--- src/rtl/sertx_pkg.sv ---
package sertx_pkg;

  localparam int unsigned CTL_W     = 16;
  localparam int unsigned LIVE_W    = 7;
  localparam int unsigned WL_W      = 2;
  localparam int unsigned WLEN_LSB  = 0;
  localparam int unsigned STOP2_BIT = 2;
  localparam int unsigned PEN_BIT   = 3;
  localparam int unsigned PSEL_BIT  = 4;
  localparam int unsigned STICK_BIT = 5;
  localparam int unsigned BRK_BIT   = 6;

  typedef struct packed {
    logic [WL_W-1:0] wlen;
    logic            two_stop;
    logic            par_en;
    logic            par_sel;
    logic            par_stick;
  } frame_cfg_t;

  typedef enum logic [2:0] {
    ST_IDLE  = 3'd0,
    ST_START = 3'd1,
    ST_DATA  = 3'd2,
    ST_PAR   = 3'd3,
    ST_STOP  = 3'd4
  } tx_state_e;

  function automatic frame_cfg_t decode_cfg(input logic [LIVE_W-1:0] f);
    frame_cfg_t c;
    c.wlen      = f[WLEN_LSB +: WL_W];
    c.two_stop  = f[STOP2_BIT];
    c.par_en    = f[PEN_BIT];
    c.par_sel   = f[PSEL_BIT];
    c.par_stick = f[STICK_BIT];
    return c;
  endfunction

endpackage

--- src/rtl/sertx_ctlreg.sv ---
module sertx_ctlreg
  import sertx_pkg::*;
#(
  parameter int unsigned RD_W = CTL_W
) (
  input  logic                clk,
  input  logic                rst_n,
  input  logic                wr_en,
  input  logic [LIVE_W-1:0]   wdata,
  output logic [RD_W-1:0]     rdata,
  output frame_cfg_t          cfg,
  output logic                brk_n
);

  localparam int unsigned PAD_W = RD_W - LIVE_W;

  logic [LIVE_W-1:0] live_q;
  logic [LIVE_W-1:0] live_d;

  always_comb begin
    live_d = live_q;
    if (wr_en) begin
      live_d = wdata;
    end
  end

  always_ff @(posedge clk or negedge rst_n) begin
    if (!rst_n) begin
      live_q <= '0;
    end else begin
      live_q <= live_d;
    end
  end

  assign rdata = {{PAD_W{1'b0}}, live_q};
  assign cfg   = decode_cfg(live_q);
  assign brk_n = live_q[BRK_BIT];

endmodule

--- src/rtl/sertx_parity.sv ---
module sertx_parity
  import sertx_pkg::*;
#(
  parameter int unsigned DW       = 8,
  parameter int unsigned MIN_BITS = 5
) (
  input  logic [DW-1:0]   data,
  input  logic [WL_W-1:0] wlen,
  input  logic            par_sel,
  input  logic            par_stick,
  output logic            par_bit
);

  localparam int unsigned NB_W = $clog2(DW + 1);

  logic [NB_W-1:0] nbits;
  logic [DW-1:0]   keep;
  logic            ones_odd;

  assign nbits = NB_W'(MIN_BITS) + NB_W'(wlen);

  for (genvar i = 0; i < DW; i++) begin : g_mask
    assign keep[i] = (NB_W'(i) < nbits);
  end

  assign ones_odd = ^(data & keep);

  always_comb begin
    if (par_stick) begin
      par_bit = ~par_sel;
    end else if (par_sel) begin
      par_bit = ones_odd;
    end else begin
      par_bit = ~ones_odd;
    end
  end

endmodule

--- src/rtl/sertx_seq.sv ---
module sertx_seq
  import sertx_pkg::*;
#(
  parameter int unsigned DW       = 8,
  parameter int unsigned MIN_BITS = 5,
  parameter int unsigned OVS      = 16
) (
  input  logic            clk,
  input  logic            rst_n,
  input  logic            baud_tick,
  input  logic            load_valid,
  input  logic [DW-1:0]   load_data,
  input  logic [WL_W-1:0] wlen,
  input  logic            two_stop,
  input  logic            par_en,
  input  logic            par_in,
  output logic            line_bit,
  output logic            busy
);

  localparam int unsigned TICK_W = (OVS > 1) ? $clog2(OVS) : 1;
  localparam int unsigned CNT_W  = (DW > 1) ? $clog2(DW) : 1;
  localparam logic [TICK_W-1:0] TICK_LAST = TICK_W'(OVS - 1);

  tx_state_e       state_q, state_d;
  logic [TICK_W-1:0] tick_q, tick_d;
  logic [CNT_W-1:0]  cnt_q, cnt_d;
  logic [DW-1:0]     sh_q, sh_d;
  logic [WL_W-1:0]   wlen_q, wlen_d;
  logic              stop2_q, stop2_d;
  logic              pen_q, pen_d;
  logic              par_q, par_d;
  logic              bit_end;
  logic [CNT_W-1:0]  last_idx;

  assign bit_end  = baud_tick && (tick_q == TICK_LAST);
  assign last_idx = CNT_W'(MIN_BITS - 1) + CNT_W'(wlen_q);

  always_comb begin
    state_d = state_q;
    tick_d  = tick_q;
    cnt_d   = cnt_q;
    sh_d    = sh_q;
    wlen_d  = wlen_q;
    stop2_d = stop2_q;
    pen_d   = pen_q;
    par_d   = par_q;

    if (state_q != ST_IDLE && baud_tick) begin
      tick_d = bit_end ? '0 : tick_q + 1'b1;
    end

    unique case (state_q)
      ST_IDLE: begin
        if (load_valid) begin
          state_d = ST_START;
          tick_d  = '0;
          cnt_d   = '0;
          sh_d    = load_data;
          wlen_d  = wlen;
          stop2_d = two_stop;
          pen_d   = par_en;
          par_d   = par_in;
        end
      end
      ST_START: begin
        if (bit_end) begin
          state_d = ST_DATA;
          cnt_d   = '0;
        end
      end
      ST_DATA: begin
        if (bit_end) begin
          sh_d = sh_q >> 1;
          if (cnt_q == last_idx) begin
            cnt_d   = '0;
            state_d = pen_q ? ST_PAR : ST_STOP;
          end else begin
            cnt_d = cnt_q + 1'b1;
          end
        end
      end
      ST_PAR: begin
        if (bit_end) begin
          state_d = ST_STOP;
          cnt_d   = '0;
        end
      end
      ST_STOP: begin
        if (bit_end) begin
          if (stop2_q && (cnt_q == '0)) begin
            cnt_d = CNT_W'(1);
          end else begin
            state_d = ST_IDLE;
            cnt_d   = '0;
          end
        end
      end
      default: begin
        state_d = ST_IDLE;
      end
    endcase
  end

  always_ff @(posedge clk or negedge rst_n) begin
    if (!rst_n) begin
      state_q <= ST_IDLE;
      tick_q  <= '0;
      cnt_q   <= '0;
      sh_q    <= '0;
      wlen_q  <= '0;
      stop2_q <= 1'b0;
      pen_q   <= 1'b0;
      par_q   <= 1'b0;
    end else begin
      state_q <= state_d;
      tick_q  <= tick_d;
      cnt_q   <= cnt_d;
      sh_q    <= sh_d;
      wlen_q  <= wlen_d;
      stop2_q <= stop2_d;
      pen_q   <= pen_d;
      par_q   <= par_d;
    end
  end

  always_comb begin
    unique case (state_q)
      ST_START: line_bit = 1'b0;
      ST_DATA:  line_bit = sh_q[0];
      ST_PAR:   line_bit = par_q;
      default:  line_bit = 1'b1;
    endcase
  end

  assign busy = (state_q != ST_IDLE);

endmodule

--- src/rtl/sertx_framer.sv ---
module sertx_framer
  import sertx_pkg::*;
#(
  parameter int unsigned DW       = 8,
  parameter int unsigned MIN_BITS = 5,
  parameter int unsigned OVS      = 16,
  parameter int unsigned REG_W    = CTL_W
) (
  input  logic             clk,
  input  logic             rst_n,
  input  logic             baud_tick,
  input  logic             load_valid,
  input  logic [DW-1:0]    load_data,
  input  logic             ctl_wr,
  input  logic [REG_W-1:0] ctl_wdata,
  output logic [REG_W-1:0] ctl_rdata,
  output logic             txd,
  output logic             busy
);

  logic [1:0] rst_sync_q;
  logic       rst_int_n;
  frame_cfg_t cfg;
  logic       brk_n;
  logic       par_bit;
  logic       line_bit;
  logic       unused_rsvd_wdata;

  always_ff @(posedge clk or negedge rst_n) begin
    if (!rst_n) begin
      rst_sync_q <= 2'b00;
    end else begin
      rst_sync_q <= {rst_sync_q[0], 1'b1};
    end
  end
  assign rst_int_n = rst_sync_q[1];

  assign unused_rsvd_wdata = ^ctl_wdata[REG_W-1:LIVE_W];

  sertx_ctlreg #(
    .RD_W (REG_W)
  ) u_ctl (
    .clk   (clk),
    .rst_n (rst_int_n),
    .wr_en (ctl_wr),
    .wdata (ctl_wdata[LIVE_W-1:0]),
    .rdata (ctl_rdata),
    .cfg   (cfg),
    .brk_n (brk_n)
  );

  sertx_parity #(
    .DW       (DW),
    .MIN_BITS (MIN_BITS)
  ) u_par (
    .data      (load_data),
    .wlen      (cfg.wlen),
    .par_sel   (cfg.par_sel),
    .par_stick (cfg.par_stick),
    .par_bit   (par_bit)
  );

  sertx_seq #(
    .DW       (DW),
    .MIN_BITS (MIN_BITS),
    .OVS      (OVS)
  ) u_seq (
    .clk        (clk),
    .rst_n      (rst_int_n),
    .baud_tick  (baud_tick),
    .load_valid (load_valid),
    .load_data  (load_data),
    .wlen       (cfg.wlen),
    .two_stop   (cfg.two_stop),
    .par_en     (cfg.par_en),
    .par_in     (par_bit),
    .line_bit   (line_bit),
    .busy       (busy)
  );

  assign txd = brk_n & line_bit;

endmodule

--- config.mk ---
export PLATFORM = sky130hd
export DESIGN_NAME = sertx_framer
export DESIGN_NICKNAME = d
export VERILOG_FILES = /design/src/rtl/sertx_pkg.sv /design/src/rtl/sertx_ctlreg.sv /design/src/rtl/sertx_parity.sv /design/src/rtl/sertx_seq.sv /design/src/rtl/sertx_framer.sv
export SDC_FILE = /design/constraint.sdc
export NUM_CORES = 1
export LEC_CHECK = 0
export BUFFER_PORTS_ARGS = -buffer_cell sky130_fd_sc_hd__buf_2
export CAP_MARGIN = 5
export CORE_UTILIZATION = 45
export CTS_CLUSTER_DIAMETER = 60
export CTS_CLUSTER_SIZE = 10
export DETAILED_ROUTE_END_ITERATION = 8
export PLACE_DENSITY = 0.69
export SLEW_MARGIN = 25
export SYNTH_ARGS = -nofsm -noshare
export SYNTH_HDL_FRONTEND = slang
export SYNTH_HIERARCHICAL = 1
export SYNTH_SLANG_ARGS = --single-unit
export TNS_END_PERCENT = 20
--- constraint.sdc ---
create_clock -name clk -period 2.9 [get_ports clk]
set_input_delay 0.145 -clock clk [delete_from_list [all_inputs] [get_ports clk]]
set_output_delay 0.145 -clock clk [all_outputs]
set_load 0.03 [all_outputs]
==> results.toml <==
[status]
status = "finished clean"

[die]
coreArea_mm2 = 0.00403
die_h_um = 67.0
ios = 47
die-area_mm2 = 0.00449
start_util = 0.472
rows = 23
die-width_um = 67.0

[clocking]
cts_tree = "yes"
numCtsBuffers = 5
clockBufferDepth = 2
clock_latency_ns = 0.28
root_buffer = "clkbuf_8"
h-tree-depth = 2
post_cts_buffers = 0
clock-sinks = 32
clk_pin_slew_ns = 0.07

[power_and_ir_drop]
p_total_mw = 1.63
p_switching_mw = 0.607
power_density_mw_per_mm2 = 782
vdd_drop_max_mv = 0.480
p_seq_frac = 0.440
p_int_mw = 1.03
clockPowerShare = 0.216
p_sw_frac = 0.371
leakage_nw = 0.959
p_comb_frac = 0.343

[sta]
finalHoldViolCount = 0
fmax_mhz = 524
tightest_slew_ns = 0.644
fin_crit_sh = 0.658
finClkSkew_ns = 0.00426
rsz0062_at_grt = "false"
setup_viol = 0
max-slew-margin-rel = 0.569
fin_hold_ws_ns = 0.0909
slew_viol_final = 0
period_minus_slack_ns = 1.91
finalSetupTns_ns = 0

[grt]
grt_pass1_vias = 1253
grt_pass1_wl_mm = 5.92
grt-ovfl-total = 0
grt_use_total = 0.181
grt_max_degree = 31
antenna_found_initial = 0

[placement]
port_buffers = 28
gp_congestion = 0.789
post_dp_cell_area_mm2 = 0.00199
detailed_place_hpwl_mm = 2.44

[route]
drtIter0Drc = 47
route.detailed.drc = 0
totalWireLength_mm = 3.31
vias = 1267
ant_nets = 0
drt_first_pass_iters = 4
vias_per_cell = 5.24
wl_per_cell_um = 13.7

[finish]
antenna_cells = 0
drive_gt1_frac = 0.323
nets = 223
fin_area_mm2 = 0.00209
syn_to_final_growth_pct = 10.0
fin_util = 0.519

[worst_setup_path]
crit_type = "register to register"
worst-path-max-fanout = 12
crit_family = "flip-flops"
critical_path_required_ns = 3.06
ff2ff_setup_slack_ns = 0.99
r2r-end = "u_seq/state_q[2]$_DFFE_PN0P_"
max_stage_delay_ns = 0.55
end_kind = "register"
ff2ff_path_depth = 4
slowest_stage = "dfrtp_1"
cp_cell_sequence = "nor3_2, inv_2, o221ai_2, mux2_1"
critical_path_arrival_ns = 2.07
timing.rr.start = "u_seq/state_q[0]$_DFFE_PN0P_"
path_buf_inv = 1
start_kind = "register"

[synth]
synth_edf_count = 0
yosysUniqueCellTypes = 49
syn_inst = 167
async_reset_ff_frac = 1.00
ys.warnings.count = 6
seq_area_frac_synth = 0.421
synth_ff_type = "dfrtp_1"
ys_ff_latch = 32
syn_area_mm2 = 0.00190
syn_avg_cell_area_um2 = 11.4

[hold_path]
hold_depth = 2
hold_path.startpoint = "ctl_wdata[5]"
min_to = "u_ctl/live_q[5]$_DFFE_PN0P_"
hold_class = "input port to register"

[flow_run]
drv_cap = 0
## what timing repair did
| action | 4_1_cts | 5_1_grt |
|---|---|---|
| hold endpoints to repair | 2 | 0 |
| gates resized for setup | 0 | 0 |
| hold buffers | 1 | 0 |
## state kept, by name, summed over array words and instances (netlist names), 2 cells and up
name           count
u_seq/sh_q         8
u_ctl/live_q       7
u_seq/tick_q       4
u_seq/cnt_q        3
u_seq/state_q      3
rst_sync_q         2
u_seq/wlen_q       2
## cell usage in the layout, fill, tap and decap left out, drive strengths merged, types with 4 or more instances in the layout
cell type | synthesis | routed
dfrtp | 32 | 32
buf | 22 | 30
nand2 | 13 | 13
o21ai | 13 | 13
mux2 | 13 | 13
conb | 2 | 10
mux2i | 8 | 8
clkbuf | 0 | 6
nor2b | 6 | 6
xor2 | 6 | 6
inv | 5 | 5
nor3 | 4 | 4
## kinds of logic after synthesis
family / Yosys count / synth area share
multiplexers: 21 / 0.133
other: 2 / 0.00395
AO/OA/AOI/OAI: 31 / 0.134
buffers and inverters: 27 / 0.0968
XOR/XNOR: 10 / 0.0573
adder cells (fa/ha/maj): 3 / 0.0198
AND/OR/NAND/NOR: 41 / 0.134
flip-flops: 32 / 0.421
## Yosys cell counts (2+ instances only)
master,instances,area share
nand3_1,2,0.0053
o21ai_1,4,0.011
nor2_1,2,0.0040
a21o_1,2,0.0079
a22o_1,3,0.014
nand3b_1,3,0.012
dfrtp_1,32,0.42
buf_2,3,0.0079
buf_4,17,0.067
buf_6,2,0.012
o21ai_0,8,0.021
conb_1,2,0.0040
mux2i_1,8,0.042
nand4_1,3,0.0099
nor2b_1,6,0.020
mux2_4,7,0.055
nand2_1,13,0.026
inv_1,4,0.0079
nor3_1,3,0.0079
ha_1,3,0.020
mux2_2,5,0.030
xnor2_1,2,0.0092
a31oi_1,2,0.0066
xor2_1,6,0.028
## worst max path at each step
stage	startpoint	end	cells past startpoint
2_1_floorplan	u_ctl/live_q[0]$_DFFE_PN0P_	u_seq/par_q$_DFFE_PN0P_	6
3_3_place_gp	u_seq/state_q[0]$_DFFE_PN0P_	u_seq/cnt_q[2]$_DFFE_PN0P_	4
3_5_place_dp	u_seq/state_q[0]$_DFFE_PN0P_	u_seq/state_q[2]$_DFFE_PN0P_	4
4_1_cts	u_seq/state_q[0]$_DFFE_PN0P_	u_seq/state_q[2]$_DFFE_PN0P_	4
5_1_grt	u_seq/state_q[0]$_DFFE_PN0P_	u_seq/sh_q[3]$_DFFE_PN0P_	4
6_report	u_seq/state_q[0]$_DFFE_PN0P_	u_seq/state_q[2]$_DFFE_PN0P_	4
## layer usage
layer,part of all wire,vias to the layer above,track usage
met2,0.50,38,0.288
li1,-,613,-
met5,0,-,0
met1,0.45,612,0.229
met4,0.0063,0,0.0665
met3,0.047,4,0.0565
## area by class of cell
type / instances / area [um2]
Clock inverter: 2 / 10.0
Inverter: 5 / 18.8
Fill cell: 365 / 1940
Timing Repair Buffer: 31 / 165
Multi-Input combinational cell: 116 / 951
Sequential cell: 32 / 801
Clock buffer: 6 / 82.6
Tap cell: 50 / 62.6
## per-stage QoR
stage | std cells | setup slack, ns
after floorplan | 175 | 1.25
after CTS | 242 | 0.992
after global routing | 242 | 0.855
after detailed placement | 233 | 0.994
final | 242 | 0.991
after global placement | 233 | 1.08
## power groups by stage
stage	Sequential [mW]	Clock [mW]	Combinational (mW)
final	0.720	0.354	0.561
after global routing	0.741	0.384	0.628
after CTS	0.719	0.364	0.566
after detailed placement	0.727	0	0.563
after global placement	0.716	0	0.532
after floorplan	0.671	0	0.518
Power figures use the tool's default switching activity.
